### src/rtl/cam_unpack_pkg.sv
package cam_unpack_pkg;

    localparam int BYTE_W = 8;
    localparam int WORD_W = 2 * BYTE_W;

    typedef enum logic [1:0] {
        OUT_YUV    = 2'b00,
        OUT_LUMA   = 2'b01,
        OUT_RGB555 = 2'b10,
        OUT_RGB565 = 2'b11
    } out_fmt_e;

    typedef struct packed {
        logic              in_rgb;
        logic [1:0]        order;
        logic              mono;
        out_fmt_e          out_fmt;
        logic [BYTE_W-1:0] mask_y;
        logic [BYTE_W-1:0] mask_u;
        logic [BYTE_W-1:0] mask_v;
    } frame_cfg_t;

    typedef struct packed {
        logic [BYTE_W-1:0] y0;
        logic [BYTE_W-1:0] u;
        logic [BYTE_W-1:0] y1;
        logic [BYTE_W-1:0] v;
    } yuv_pair_t;

    typedef struct packed {
        logic [4:0] r;
        logic [5:0] g;
        logic [4:0] b;
    } rgb_pix_t;

endpackage

### src/rtl/cam_sampler.sv
module cam_sampler #(
    parameter int DATA_W = 8
) (
    input  logic              clk,
    input  logic              rst_n,
    input  logic              pclk_in,
    input  logic              hs_in,
    input  logic              vs_in,
    input  logic [DATA_W-1:0] data_in,
    input  logic              pclk_rise,
    input  logic              hs_high,
    input  logic              vs_high,
    output logic              cap,
    output logic [DATA_W-1:0] cap_data,
    output logic              line_act,
    output logic              frame_act,
    output logic              line_start,
    output logic              frame_start
);

    typedef struct packed {
        logic              pclk_a;
        logic              pclk_b;
        logic              hs_a;
        logic              hs_b;
        logic              vs_a;
        logic              vs_b;
        logic [DATA_W-1:0] data_a;
    } smp_t;

    smp_t smp_d, smp_q;

    always_comb begin
        smp_d        = smp_q;
        smp_d.pclk_a = pclk_in;
        smp_d.pclk_b = smp_q.pclk_a;
        smp_d.hs_a   = hs_in;
        smp_d.hs_b   = smp_q.hs_a;
        smp_d.vs_a   = vs_in;
        smp_d.vs_b   = smp_q.vs_a;
        smp_d.data_a = data_in;
    end

    always_ff @(posedge clk) begin
        if (!rst_n) smp_q <= '0;
        else        smp_q <= smp_d;
    end

    logic hs_prev_act, vs_prev_act;

    assign cap         = pclk_rise ? (smp_q.pclk_a & ~smp_q.pclk_b)
                                   : (~smp_q.pclk_a & smp_q.pclk_b);
    assign cap_data    = smp_q.data_a;
    assign line_act    = (smp_q.hs_a == hs_high);
    assign frame_act   = (smp_q.vs_a == vs_high);
    assign hs_prev_act = (smp_q.hs_b == hs_high);
    assign vs_prev_act = (smp_q.vs_b == vs_high);
    assign line_start  = line_act & ~hs_prev_act;
    assign frame_start = frame_act & ~vs_prev_act;

    // A pixel clock at most a third of clk yields isolated strobes
    AST_ONE_STROBE_PER_EDGE: assert property (@(posedge clk) disable iff (!rst_n)
        cap |=> !cap);

endmodule

### src/rtl/cam_yuv_order.sv
module cam_yuv_order
    import cam_unpack_pkg::*;
(
    input  logic [1:0]             order,
    input  logic [3:0][BYTE_W-1:0] grp,
    output yuv_pair_t              pair
);

    always_comb begin
        unique case (order)
            2'b00: pair = '{y0: grp[0], u: grp[1], y1: grp[2], v: grp[3]};
            2'b01: pair = '{y0: grp[0], v: grp[1], y1: grp[2], u: grp[3]};
            2'b10: pair = '{u: grp[0], y0: grp[1], v: grp[2], y1: grp[3]};
            default: pair = '{v: grp[0], y0: grp[1], u: grp[2], y1: grp[3]};
        endcase
    end

endmodule

### src/rtl/cam_rgb_order.sv
module cam_rgb_order
    import cam_unpack_pkg::*;
(
    input  logic [1:0]        order,
    input  logic [BYTE_W-1:0] first,
    input  logic [BYTE_W-1:0] second,
    output rgb_pix_t          pix
);

    always_comb begin
        unique case (order)
            2'b00: pix = '{r: first[7:3],  g: {first[2:0], second[7:5]},  b: second[4:0]};
            2'b01: pix = '{b: first[7:3],  g: {first[2:0], second[7:5]},  r: second[4:0]};
            2'b10: pix = '{b: first[4:0],  g: {second[2:0], first[7:5]},  r: second[7:3]};
            default: pix = '{r: first[4:0], g: {second[2:0], first[7:5]}, b: second[7:3]};
        endcase
    end

endmodule

### src/rtl/cam_unpack.sv
module cam_unpack
    import cam_unpack_pkg::*;
#(
    parameter int YUV_GROUP = 4,
    parameter int RGB_GROUP = 2
) (
    input  logic              clk,
    input  logic              rst_n,
    input  logic              cam_pclk,
    input  logic              cam_hsync,
    input  logic              cam_vsync,
    input  logic [7:0]        cam_data,
    input  logic              cfg_pclk_rise,
    input  logic              cfg_hs_high,
    input  logic              cfg_vs_high,
    input  logic              cfg_in_rgb,
    input  logic [1:0]        cfg_order,
    input  logic [1:0]        cfg_out_fmt,
    input  logic              cfg_mono,
    input  logic [7:0]        cfg_mask_y,
    input  logic [7:0]        cfg_mask_u,
    input  logic [7:0]        cfg_mask_v,
    output logic              out_valid,
    output logic [15:0]       out_word
);

    localparam int PHASE_W = $clog2(YUV_GROUP);
    localparam logic [PHASE_W-1:0] YUV_LAST = PHASE_W'(YUV_GROUP - 1);
    localparam logic [PHASE_W-1:0] RGB_LAST = PHASE_W'(RGB_GROUP - 1);

    typedef struct packed {
        frame_cfg_t                          cfg;
        logic [PHASE_W-1:0]                  phase;
        logic [YUV_GROUP-2:0][BYTE_W-1:0]    hold;
        logic                                valid;
        logic [WORD_W-1:0]                   word;
        logic                                pend;
        logic [WORD_W-1:0]                   pend_word;
    } unp_t;

    unp_t st_d, st_q;

    logic              cap, line_act, frame_act, line_start, frame_start;
    logic [BYTE_W-1:0] cap_data;

    cam_sampler #(.DATA_W(BYTE_W)) u_sampler (
        .clk         (clk),
        .rst_n       (rst_n),
        .pclk_in     (cam_pclk),
        .hs_in       (cam_hsync),
        .vs_in       (cam_vsync),
        .data_in     (cam_data),
        .pclk_rise   (cfg_pclk_rise),
        .hs_high     (cfg_hs_high),
        .vs_high     (cfg_vs_high),
        .cap         (cap),
        .cap_data    (cap_data),
        .line_act    (line_act),
        .frame_act   (frame_act),
        .line_start  (line_start),
        .frame_start (frame_start)
    );

    logic [3:0][BYTE_W-1:0] grp;
    yuv_pair_t              pair;
    rgb_pix_t               rgb;

    assign grp = {cap_data, st_q.hold[2], st_q.hold[1], st_q.hold[0]};

    cam_yuv_order u_yuv (
        .order (st_q.cfg.order),
        .grp   (grp),
        .pair  (pair)
    );

    cam_rgb_order u_rgb (
        .order  (st_q.cfg.order),
        .first  (st_q.hold[0]),
        .second (cap_data),
        .pix    (rgb)
    );

    logic [BYTE_W-1:0]  y0_m, y1_m, u_m, v_m;
    logic [WORD_W-1:0]  word_a, word_b, word_rgb;
    logic [PHASE_W-1:0] base;
    logic               accept, last;

    always_comb begin
        y0_m = pair.y0 & st_q.cfg.mask_y;
        y1_m = pair.y1 & st_q.cfg.mask_y;
        u_m  = st_q.cfg.mono ? '0 : (pair.u & st_q.cfg.mask_u);
        v_m  = st_q.cfg.mono ? '0 : (pair.v & st_q.cfg.mask_v);
        if (st_q.cfg.out_fmt == OUT_LUMA) begin
            word_a = {{BYTE_W{1'b0}}, y0_m};
            word_b = {{BYTE_W{1'b0}}, y1_m};
        end else begin
            word_a = {u_m, y0_m};
            word_b = {v_m, y1_m};
        end
        word_rgb = (st_q.cfg.out_fmt == OUT_RGB555)
                 ? {1'b0, rgb.r, rgb.g[5:1], rgb.b}
                 : {rgb.r, rgb.g, rgb.b};
    end

    always_comb begin
        st_d       = st_q;
        st_d.valid = 1'b0;
        st_d.pend  = 1'b0;
        if (frame_start) begin
            st_d.cfg = '{in_rgb: cfg_in_rgb, order: cfg_order, mono: cfg_mono,
                         out_fmt: out_fmt_e'(cfg_out_fmt), mask_y: cfg_mask_y,
                         mask_u: cfg_mask_u, mask_v: cfg_mask_v};
        end
        if (st_q.pend) begin
            st_d.valid = 1'b1;
            st_d.word  = st_q.pend_word;
        end
        base   = (line_start | frame_start) ? '0 : st_q.phase;
        accept = cap & line_act & ~frame_act;
        last   = st_q.cfg.in_rgb ? (base == RGB_LAST) : (base == YUV_LAST);
        st_d.phase = base;
        if (accept) begin
            if (base != YUV_LAST) st_d.hold[base] = cap_data;
            if (last) begin
                st_d.phase = '0;
                st_d.valid = 1'b1;
                if (st_q.cfg.in_rgb) begin
                    st_d.word = word_rgb;
                end else begin
                    st_d.word      = word_a;
                    st_d.pend      = 1'b1;
                    st_d.pend_word = word_b;
                end
            end else begin
                st_d.phase = base + 1'b1;
            end
        end
    end

    always_ff @(posedge clk) begin
        if (!rst_n) st_q <= '0;
        else        st_q <= st_d;
    end

    assign out_valid = st_q.valid;
    assign out_word  = st_q.word;

    AST_RGB_ONE_PIXEL: assert property (@(posedge clk) disable iff (!rst_n)
        (out_valid && st_q.cfg.in_rgb) |=> !out_valid);
    AST_YUV_PIXEL_PAIR: assert property (@(posedge clk) disable iff (!rst_n)
        (out_valid && !st_q.cfg.in_rgb && !$past(out_valid)) |=> out_valid);
    AST_LUMA_UPPER_ZERO: assert property (@(posedge clk) disable iff (!rst_n)
        (out_valid && !st_q.cfg.in_rgb && st_q.cfg.out_fmt == OUT_LUMA)
            |-> out_word[15:8] == '0);
    AST_MONO_NO_CHROMA: assert property (@(posedge clk) disable iff (!rst_n)
        (out_valid && !st_q.cfg.in_rgb && st_q.cfg.mono) |-> out_word[15:8] == '0);
    AST_CFG_FRAME_HOLD: assert property (@(posedge clk) disable iff (!rst_n)
        !frame_start |=> $stable(st_q.cfg));

endmodule

### config.mk
export PLATFORM = sky130hd
export DESIGN_NAME = cam_unpack
export DESIGN_NICKNAME = d
export VERILOG_FILES = /design/src/rtl/cam_unpack_pkg.sv /design/src/rtl/cam_sampler.sv /design/src/rtl/cam_yuv_order.sv /design/src/rtl/cam_rgb_order.sv /design/src/rtl/cam_unpack.sv
export SDC_FILE = /design/constraint.sdc
export NUM_CORES = 1
export LEC_CHECK = 0
export CORE_MARGIN = 2
export CORE_UTILIZATION = 37
export DETAILED_ROUTE_END_ITERATION = 6
export PLACE_DENSITY = 0.53
export SYNTH_ARGS = -nofsm -noshare
export SYNTH_HDL_FRONTEND = slang
export SYNTH_SLANG_ARGS = --single-unit
### constraint.sdc
create_clock -name clk -period 3 [get_ports clk]
set_input_delay 0.6 -clock clk [delete_from_list [all_inputs] [get_ports clk]]
set_output_delay 0.6 -clock clk [all_outputs]
set_load 0.02 [all_outputs]
Yosys cells after proc, flatten, opt, wreduce, memory -nomap -nowiden --
Cells that the tools add are included.
Operators by class: add/subtract/negate cells 1, $lt $le $gt $ge 2, eq/ne operators 11, multiplexer cells 20, bitwise gates (word level) 17, reductions and logical operators 5
Operators by type and width (count):
- 32-bit one-hot mux with 3 select lines | 1
- 16-bit 2-to-1 mux | 4
- 60-bit 2-to-1 mux | 1
- 16-bit one-hot mux with 3 select lines | 1
- 17-bit 2-to-1 mux | 2
- 34-bit 2-to-1 mux | 1
- 8-bit bitwise AND | 4
- 24-bit bitwise mux | 1
- 24-bit 2-to-1 mux | 1
- 8-bit 2-to-1 mux | 3
- 8-bit demux with 2-bit select | 1
- 1-bit bitwise AND | 6
- 2-bit by 1-bit equality test with 1-bit output, second input constant | 3
- 2-bit equality test, second input constant | 3
- 1-bit inverter | 6
- 3-bit AND reduction | 2
- 1-bit equality test | 4
- 2-bit 2-to-1 mux | 2
- 2-bit by 3-bit < comparator with 1-bit output, second input constant | 1
- 2-bit by 1-bit adder with 2-bit output, second input constant | 1
- 2-bit by 1-bit greater-or-equal comparator with 1-bit output, second input constant | 1
- 2-bit logical NOT | 1
- 1-bit 2-to-1 mux | 2
- 2-bit inequality test, second input constant | 1
- other kinds (3) | 3
Storage, ports and cells: flip-flop bits (word level) 104, input bits 46

Logic depth before layout (Yosys ltp) --
Gate-level depths: netlist of the first run.
depth after elaboration 12, gate-level depth with buffers 10

Hierarchy --
From an unflattened synthesis of the first run, not the netlist that was laid out.
Unflattened totals: cells, all modules 541, area, all modules 5592.9 µm²
Modules (own cells, without submodules):
- cam_unpack | times used 1, cells an instance 436, area an instance 4121.5 µm², seq. area each 1801.7 µm²
- cam_yuv_order | times used 1, cells an instance 38, area an instance 624.3 µm², seq. area each 0.0 µm²
- cam_sampler | times used 1, cells an instance 48, area an instance 520.5 µm², seq. area each 280.3 µm²
- cam_rgb_order | times used 1, cells an instance 19, area an instance 326.6 µm², seq. area each 0.0 µm²

Worst setup path before layout of the first run --
Ideal clock, no wire load.
path kind input-to-reg, start input cfg_pclk_rise, end register (tool-made name), setup time 0.128 ns, arrival 2.008 ns, required time 2.872 ns, slack 0.864 ns, cell stages on the path 6, buffers on the path 1, cells stage by stage or3b_4 -> a211oi_2 -> and3b_1 -> buf_6 -> mux2i_1 -> nor2_1
RTL lines:
- start, declared | RTL line cam_unpack.sv:13 | input logic cfg_pclk_rise,

==> results of run 1 <==
-- routing by layer --
| metal | wire length, um | share of wire (%) |
|---|---|---|
| met4 | 191 | 1.4 |
| met3 | 609 | 4.5 |
| met1 | 7000 | 51 |
| met5 | 0 | 0 |
| met2 | 5850 | 43 |
-- cells in the final DEF, fill, tap and decap left out, drive strengths merged, types with 5 or more instances in the layout --
cell type	instances
dfxtp	104
mux2i	87
nand2	76
clkdlybuf4s50	62
nor2	46
a21oi	32
buf	22
o21ai	19
a211oi	16
and2	14
clkbuf	14
nor2b	11
mux4	10
nand3	9
mux2	8
and3	7
o221ai	7
nor3b	5
o22ai	5
inv	5
-- where the power goes --
part	total [W]	leakage [nW]	switching, W	internal (W)
Clock	0.00120	0.143	0.000505	0.000694
Combinational	0.000253	1.38	0.000124	0.000129
Sequential	0.00145	0.844	0.0000424	0.00141
Total	0.00290	2.37	0.000671	0.00223
-- tightest hold or removal path, stage by stage, from the launching register on --
cell and delay [ns]:
dfxtp_1 0.31, nand2_1 0.05, a21oi_1 0.05
-- cells by family (layout without fill, tap and decap cells) --
kind of cell               count (synthesis)  in the layout
and+or+nand+nor                          190            190
muxes                                    105            105
DFF                                      104            104
AOI/OAI and AO/OA                        101            101
buffers and inverters                     65            105
adders and majority gates                  4              4
xor gates and xnor gates                   4              4
-- layout make-up --
class / count / area [um^2]
clock buffers: 14 / 264
clock inverters: 2 / 37.5
fillers: 1397 / 7610
inverters: 5 / 18.8
multi-input cells: 404 / 2940
flip-flops and latches: 104 / 2080
well taps: 180 / 225
repair buffers: 84 / 811
-- cells in the mapped netlist, drive strengths merged (8+ instances only) --
master / n / area [um^2]
dfxtp: 104 / 2080
mux2i: 87 / 871
nand2: 76 / 285
nor2: 46 / 173
buf: 40 / 249
a21oi: 32 / 164
clkbuf: 20 / 75.1
o21ai: 19 / 95.1
a211oi: 16 / 170
and2: 14 / 87.6
nor2b: 11 / 68.8
mux4: 10 / 225
nand3: 9 / 45.0
mux2: 8 / 90.1
-- metrics by stage --
step	total power, W	worst slack, ns	cell area (um^2)
global placement	0.00173	0.231	6070
CTS	0.00293	0.531	6370
global route	0.00301	0.357	6370
finish	0.00290	0.531	6370
detailed placement	0.00174	0.156	6070
floorplan	0.00161	0.864	5350
-- worst max-delay path by stage --
stage | endpoint | slack, ns | start | cells after the start
floorplan | register | 0.86 | cfg_pclk_rise | 6
detailed placement | st_q[59] | 0.16 | cfg_pclk_rise | 5
global placement | out_word[9] | 0.23 | cfg_pclk_rise | 5
global route | out_word[2] | 0.36 | cfg_pclk_rise | 5
finish | register | 0.53 | cfg_vs_high | 10
CTS | register | 0.53 | cfg_vs_high | 10
==> qor.yml, run 1 <==
path_cells: "clkdlybuf4s50_1, nand2_1, o22a_1, nand3_1, inv_1, ha_1, and3b_1, buf_4, mux2i_1, nor2_1"
die_w_um: 124
antenna_found_initial: 0
synth_top_family_by_area: "multiplexers"
pin_count: 63
r2r_end: "out_word[8]"
drv_cap: 0
core_mm2: 0.0140
holdBufCountCts: 0
cts.sinks: 104
placementRows: 43
rsz0062_at_grt: "no"
ys.flop_type: "dfxtp_1"
synthesis.area_mm2: 0.00535
max_freq_ghz: 0.405
yosys_register_bits: 104
min_from: "st_q[65]"
synthCells: 573
dp_hpwl_mm: 10.1
timing.reg2reg.setup_slack_ns: 0.88
drc_errors: 0
synth.avg_cell_area_um2: 9.34
reg2reg_from: "u_sampler.smp_d[12]"
async_flop_share_pct: 0
drtIter0Drc: 274
peakVddDrop_mv: 0.265
yosysWarningCount: 0
yosysUniqueCellTypes: 51
post-cts-setup-buffers: 0
cp.arrival_ns: 2.71
ant_nets: 0
grtUsageMet3_pct: 2.79
use_met1_pct: 26.5
layout_min_cycle_time_ns: 2.47
crit_path_start_kind: "primary input"
post-route-util_pct: 45.6
critPathKind: "primary input to register"
fin_hold_ws_ns: 0.448
status: "finished, final reports clean"
max_slew_margin_pct: 54.5
synth_fa_ha_area_share_pct: 0.935
hold_violations: 0
area_growth_pct: 19.1
grt_max_degree: 31
nNetsFinal: 658
max_stage_delay_ns: 0.55
first_global_vias: 3984
crit_slowest_cell: "clkdlybuf4s50_1"
worstMarginPinSlew_ns: 0.682
crit_path_max_fanout: 8
cts.htree.levels: 3
fin_setup_tns_ns: 0
start_util_pct: 38.3
cts_tree: "built"
cts_resized: 0
setup_viol: 0
place.gp.congestion: 0.827
seq_area_frac_synth_pct: 38.9
cp.required_ns: 3.24
vias: 4175
fin_skew_ns: 0.00479
synth_compound_area_share_pct: 13.9
place_inst: 777
routed_wl_mm: 13.7
via_per_inst: 5.26
grt_overflow: 0
clk_latency_ns: 0.35
wl_per_cell_um: 17.2
hold_end: "st_q[65]"
synth_xor_area_share_pct: 0.654
finalNonFillerCells: 793
synth-edff-count: 0
grt.busiest_layer: "met2"
finalMaxSlewViolations: 0
drive_gt1_share_pct: 12.2
dieArea_mm2: 0.0154
synth_mux_area_share_pct: 22.2
post-route-period-util_pct: 82.3
grt_pass1_wl_mm: 21.9
min_path_type: "register to register"
crit_path_end_kind: "register"
antenna_cells: 0
pwr_density_cell_mw_per_mm2: 455
min_path_cells: 2
clkTransAtPathRegs_ns: 0.07
port_buffers: 62
die_h_um: 124
grt_use_total_pct: 17.9
drt_pass1_iterations: 4
use_met2_pct: 26.6
r2r_cells: 4
cts_inserted_buffers: 9
p_leak_nw: 2.37
clock_tree.root_cell: "clkbuf_16"
syn-num-nets: 623
path_delay_family: "buffers and inverters"
cp_num_buf_inv: 3
synthSimpleGateAreaFrac_pct: 17.1
clock_path_buffers: 2
Power figures use the tool's default switching activity.
==> run 2: changes to the inputs <==
--- a/config.mk
+++ b/config.mk
@@ -8,7 +8,7 @@
 export CORE_MARGIN = 2
 export CORE_UTILIZATION = 37
 export DETAILED_ROUTE_END_ITERATION = 6
-export PLACE_DENSITY = 0.53
+export PLACE_DENSITY = 0.55
 export SYNTH_ARGS = -nofsm -noshare
 export SYNTH_HDL_FRONTEND = slang
 export SYNTH_SLANG_ARGS = --single-unit
==> constraint.sdc (replaced) <==
create_clock -name clk -period 2.25 [get_ports clk]
set_input_delay 0.45 -clock clk [delete_from_list [all_inputs] [get_ports clk]]
set_output_delay 0.45 -clock clk [all_outputs]
set_load 0.02 [all_outputs]
==> run 2 against run 1 <==
Net effect:
- die area unchanged
- global-route usage increased by 0.28 points
- non-clock buffer count increased by 12
- largest power group unchanged
- clock skew increased by 0.0049 ns
- cell area increased by 2.3%
- register-to-register slack got worse by 0.61 ns
- critical path depth decreased by 1
- clock power increased by 23%
- worst hold slack improved by 0.0067 ns
- wire length increased by 1.4%
- sequential share of layout area decreased by 0.73 points
==> qor.yml, run 2 (synthesized netlist as in run 1, its figures left out) <==
start_util_pct: 38.3  # unchanged
crit_slowest_cell: "xnor2_1"
layout_common_cells: "103 x dfxtp_1, 87 x mux2i_1, 76 x nand2_1, 62 x clkdlybuf4s50_1, 46 x nor2_1"
drv_cap: 0  # unchanged
routed_wl_mm: 13.8  # +1.4%
path_common_cell: "buf_4"
drtIter0Drc: 253  # -7.7%
max_stage_delay_ns: 0.48  # -0.07 ns
nNetsFinal: 670  # +1.8%
cp.arrival_ns: 2.44  # -0.27 ns
post-route-period-util_pct: 98.1
layout_min_cycle_time_ns: 2.21
core_mm2: 0.0140  # unchanged
place.gp.congestion: 0.845  # +2.2%
max_freq_ghz: 0.453
die_h_um: 124  # unchanged
dieArea_mm2: 0.0154  # unchanged
fin_setup_tns_ns: 0  # unchanged
die_w_um: 124  # unchanged
crit_path_start_kind: "primary input"
pin_count: 63  # unchanged
grt_pass1_wl_mm: 22.2  # +1.6%
hold_violations: 0  # unchanged
fin_hold_ws_ns: 0.454  # +0.00667 ns
vias: 4209  # +0.81%
dp_hpwl_mm: 10.1  # +0.24%
clk_latency_ns: 0.36  # about the same
grt_use_total_pct: 18.2  # +0.28 points
post-cts-setup-buffers: 0  # unchanged
peakVddDrop_mv: 0.368  # +39%
drc_errors: 0  # unchanged
cts.htree.levels: 3  # unchanged
fin_skew_ns: 0.00971  # +0.00492 ns
critPathKind: "primary input to register"
cts_tree: "built"
placementRows: 43  # unchanged
crit_path_end_kind: "register"
cts.sinks: 104  # unchanged
layout_commonest_cell: "dfxtp_1"
worstMarginPinSlew_ns: 0.609  # -0.0729 ns
first_global_vias: 4055  # +1.8%
max_slew_margin_pct: 59.3  # +4.8 points
cp.required_ns: 2.48  # -0.76 ns
grt_max_degree: 82  # +160%
clock_path_buffers: 2  # unchanged
setup_viol: 0  # unchanged
via_per_inst: 5.23  # -0.69%
clock_tree.root_cell: "clkbuf_16"
antenna_cells: 0  # unchanged
status: "finished, final reports clean"
crit_path_max_fanout: 16  # +8
drt_pass1_iterations: 5  # +1
grt_overflow: 0  # unchanged
pwr_density_cell_mw_per_mm2: 576  # +26%
area_growth_pct: 21.8
antenna_found_initial: 0  # unchanged
min_path_type: "register to register"
path_cells: "clkdlybuf4s50_1, buf_4, xnor2_1, buf_4, a2111oi_4, nand4_4, buf_12, mux2i_1, nor2_1"
clkTransAtPathRegs_ns: 0.07  # about the same
path_delay_family: "buffers and inverters"
wl_per_cell_um: 17.2  # about the same
cts_inserted_buffers: 9  # unchanged
cp_num_buf_inv: 4  # +1
p_leak_nw: 2.44  # +2.9%
finalMaxSlewViolations: 0  # unchanged
port_buffers: 62  # unchanged
ant_nets: 0  # unchanged
drive_gt1_share_pct: 14.7  # +2.5 points
-- run 2: final cells by class --
type | count | area [um^2]
timing repair buffer | 96 | 955
clock inverter | 4 | 30.0
tap | 180 | 225
inverter | 5 | 18.8
fill | 1344 | 7470
sequential | 104 | 2080
multi-input combinational | 404 | 2960
clock buffer | 12 | 246
-- run 2: path summary, 6_finish.rpt --
kind / cells past startpoint / endpoint / slack [ns] / from
hold / removal: 2 / st_q[65] / 0.45 / st_q[65]
hold reg to reg: 2 / st_q[65] / 0.45 / st_q[65]
setup / recovery: 9 / st_q[13] / 0.04 / cfg_vs_high
setup reg to reg: 7 / st_q[13] / 0.27 / u_sampler.smp_d[12]
-- run 2: where the power goes --
| part | internal (W) | switching [W] | leakage (nW) | total (W) |
|---|---|---|---|---|
| Sequential | 0.00188 | 0.0000484 | 0.844 | 0.00193 |
| Clock | 0.000783 | 0.000687 | 0.133 | 0.00147 |
| Combinational | 0.000182 | 0.000177 | 1.46 | 0.000359 |
| Total | 0.00284 | 0.000913 | 2.44 | 0.00376 |
-- run 2: per-stage QoR --
stage          std cells  utilization (%)  cell area [um^2]  total power, W  worst slack (ns)
2_1_floorplan        573                -              5350         0.00215             0.264
3_5_place_dp         789             44.4              6210         0.00233            -0.322
4_1_cts              805             46.4              6490         0.00381            0.0573
5_1_grt              805             46.6              6520         0.00392           -0.0107
3_3_place_gp         789             44.4              6210         0.00232            -0.283
6_report             805             46.6              6520         0.00376            0.0431
-- run 2: what timing repair did --
item | 4_1_cts | 5_1_grt
hold buffers | 0 | 0
endpoints found under the setup margin | 0 | 20
hold endpoints to repair | 0 | 0
gates resized for setup | 0 | 6
-- run 2: worst reg2reg max path: cells and delay by family, from the launching register on --
| family | cells | cell delay, ns |
|---|---|---|
| AND/OR/NAND/NOR | 3 | 0.64 |
| buffers and inverters | 2 | 0.35 |
| AO/OA/AOI/OAI | 1 | 0.35 |
| multiplexers | 1 | 0.21 |
| flip-flops | 1 | 0.32 |
-- run 2: routing by layer --
metal	vias up	part of all wire, %	global-route usage [%]
li1	2110	-	-
met2	122	42	25.6
met1	1959	50	26.5
met4	0	2.4	7.67
met3	18	5.7	4.30
met5	-	0	0
==> run 3: changes to the inputs <==
--- a/config.mk
+++ b/config.mk
@@ -8,7 +8,8 @@
 export CORE_MARGIN = 2
 export CORE_UTILIZATION = 37
 export DETAILED_ROUTE_END_ITERATION = 6
-export PLACE_DENSITY = 0.55
+export GPL_TIMING_DRIVEN = 0
+export PLACE_DENSITY = 0.53
 export SYNTH_ARGS = -nofsm -noshare
 export SYNTH_HDL_FRONTEND = slang
 export SYNTH_SLANG_ARGS = --single-unit
==> constraint.sdc (replaced) <==
create_clock -name clk -period 2.5 [get_ports clk]
set_input_delay 0.5 -clock clk [delete_from_list [all_inputs] [get_ports clk]]
set_output_delay 0.5 -clock clk [all_outputs]
set_load 0.02 [all_outputs]
==> run 3 against run 2 <==
Net effect:
- via count is 5.2% higher
- non-clock buffer count up 28
- total power shrank 6.2%
- die area did not move
- utilization up 0.19 points
- cell count is 3.5% higher
- worst setup slack improved by 0.074 ns
- global-route usage rose by 3.0 points
- count of clock-buffer cells in the layout down 2
- highest routed layer unchanged
==> qor.yml, run 3 (synthesized netlist as in run 1, its figures left out) <==
status: "finished, final reports clean"
max_freq_ghz: 0.420
post_dp_cell_area_mm2: 0.00620  # -0.22%
grt_max_degree: 18  # -78%
p_switching_w: 0.000880  # -3.5%
vias: 4429  # +5.2%
worstMarginPinSlew_ns: 0.982  # +0.373 ns
grt_use_total_pct: 21.2  # +3.0 points
fillers: 1404  # +4.5%
die_h_um: 124  # unchanged
clkTransAtPathRegs_ns: 0.07  # about the same
fin_setup_tns_ns: 0  # unchanged
core_mm2: 0.0140  # unchanged
netSwitchingFraction_pct: 25.0  # +0.68 points
layout_commonest_cell: "dfxtp_1"
dp_hpwl_mm: 12.3  # +22%
layout_min_cycle_time_ns: 2.38
crit_path_end_kind: "register"
cts_inserted_buffers: 9  # unchanged
wl_per_cell_um: 19.5  # +13%
p_comb_share_pct: 9.4  # -0.2 points
grt_overflow: 0  # unchanged
crit_slowest_cell: "clkdlybuf4s50_1"
drv_cap: 0  # unchanged
clock_tree.root_cell: "clkbuf_16"
first_global_vias: 4310  # +6.3%
peakVddDrop_mv: 0.370  # +0.49%
place_inst: 815  # +3.3%
drive_gt1_share_pct: 14.4  # -0.32 points
via_per_inst: 5.32  # +1.7%
fin_skew_ns: 0.00939  # -0.000322 ns
finalMaxSlewViolations: 0  # unchanged
pin_count: 63  # unchanged
post-route-period-util_pct: 95.3
start_util_pct: 38.3  # unchanged
design_area_mm2: 0.00655  # +0.40%
pwr_density_cell_mw_per_mm2: 539  # -6.5%
die_w_um: 124  # unchanged
cts_tree: "built"
dieArea_mm2: 0.0154  # unchanged
setup_viol: 0  # unchanged
cts.htree.levels: 3  # unchanged
drc_errors: 0  # unchanged
place.gp.congestion: 0.970  # +15%
fin_ws_ns: 0.117  # +0.0735 ns
cp.required_ns: 2.70  # +0.22 ns
area_growth_pct: 22.3
path_common_cell: "a211oi_1"
antenna_found_initial: 0  # unchanged
cp.arrival_ns: 2.58  # +0.14 ns
fin_hold_ws_ns: 0.465  # +0.0109 ns
p_seq_share_pct: 49.0  # -2.3 points
min_path_type: "register to register"
multi_input_area_mm2: 0.00295  # -0.51%
layout_common_cells: "104 x dfxtp_1, 87 x mux2i_1, 76 x nand2_1, 61 x clkdlybuf4s50_1, 46 x nor2_1"
holdBufCountCts: 0  # unchanged
drt_pass1_iterations: 4  # -1
hold_violations: 0  # unchanged
antenna_cells: 0  # unchanged
cts.sinks: 104  # unchanged
finalNonFillerCells: 833  # +3.5%
max_stage_delay_ns: 0.42  # -0.06 ns
path_cells: "clkdlybuf4s50_1, or3b_4, a2111oi_2, nand4_1, buf_2, a211oi_1, a211oi_1"
critPathKind: "primary input to register"
place_ws_ns: -0.332  # -0.0101 ns
ant_nets: 0  # unchanged
crit_path_max_fanout: 10  # -6
seq_area_mm2: 0.00208  # about the same
placementRows: 43  # unchanged
crit_path_start_kind: "primary input"
p_int_w: 0.00264  # -7.0%
clock_path_buffers: 2  # unchanged
nNetsFinal: 698  # +4.2%
grt_pass1_wl_mm: 25.2  # +13%
clk_latency_ns: 0.36  # about the same
routed_wl_mm: 16.2  # +17%
clkPwrFrac_pct: 41.6  # +2.5 points
port_buffers: 62  # unchanged
drtIter0Drc: 273  # +7.9%
p_leak_nw: 2.49  # +2.1%
max_slew_margin_pct: 34.0  # -25 points
## run 3: changes by cell type in the layout (fill, tap and decap cells not counted), sizes merged
| cell | previous run | this run |
|---|---|---|
| clkdlybuf4s50 | 62 | 61 |
| bufinv | 0 | 1 |
| buf | 34 | 42 |
| dlymetal6s2s | 0 | 1 |
| clkbuf | 12 | 30 |
| clkinv | 3 | 4 |
## run 3: layout make-up
cell class / instances / area share (%)
Buffer: 60 / 5.01
Clock buffer: 10 / 3.65
Clock inverter: 6 / 1.05
Inverter: 5 / 0.287
Multi-Input combinational cell: 404 / 45.0
Sequential cell: 104 / 31.8
Tap cell: 180 / 3.44
Timing Repair Buffer: 64 / 9.75
## run 3: final timing paths
path,slack [ns],cells past startpoint,end,start
worst max-delay path,0.12,7,out_word[2],cfg_pclk_rise
worst min-delay path,0.47,2,st_q[64],st_q[64]
worst max register to register,0.22,8,out_word[5],st_q[88]
worst min register to register,0.47,2,st_q[64],st_q[64]
## run 3: stage by stage
stage,power (W),util (%)
5_1_grt,0.00366,46.8
3_3_place_gp,0.00209,44.3
3_5_place_dp,0.00209,44.3
6_report,0.00353,46.8
2_1_floorplan,0.00193,-
4_1_cts,0.00356,46.5
## run 3: power by group through the flow
stage	Sequential, W	Combinational, W	Clock, W
floorplan	0.00175	0.000186	0
global placement	0.00176	0.000326	0
detailed placement	0.00177	0.000329	0
CTS	0.00173	0.000330	0.00151
global route	0.00173	0.000359	0.00156
finish	0.00173	0.000331	0.00147
## run 3: critical path, delay by kind of cell
kind                   cells  cell delay, ns
AOI/OAI and AO/OA          3            0.76
buffers and inverters      2            0.68
and+or+nand+nor            2            0.63
## run 3: metal layers
layer	track usage, %	share of wire, %
met1	30.2	49
met2	32.9	45
met3	3.91	4.4
met4	6.08	1.4
met5	0	0
## run 3: what timing repair did
action | CTS | global route
setup buffers | 0 | 2
setup endpoints to repair | 0 | 29
resized for setup | 0 | 8
endpoints found under the hold margin | 0 | 0
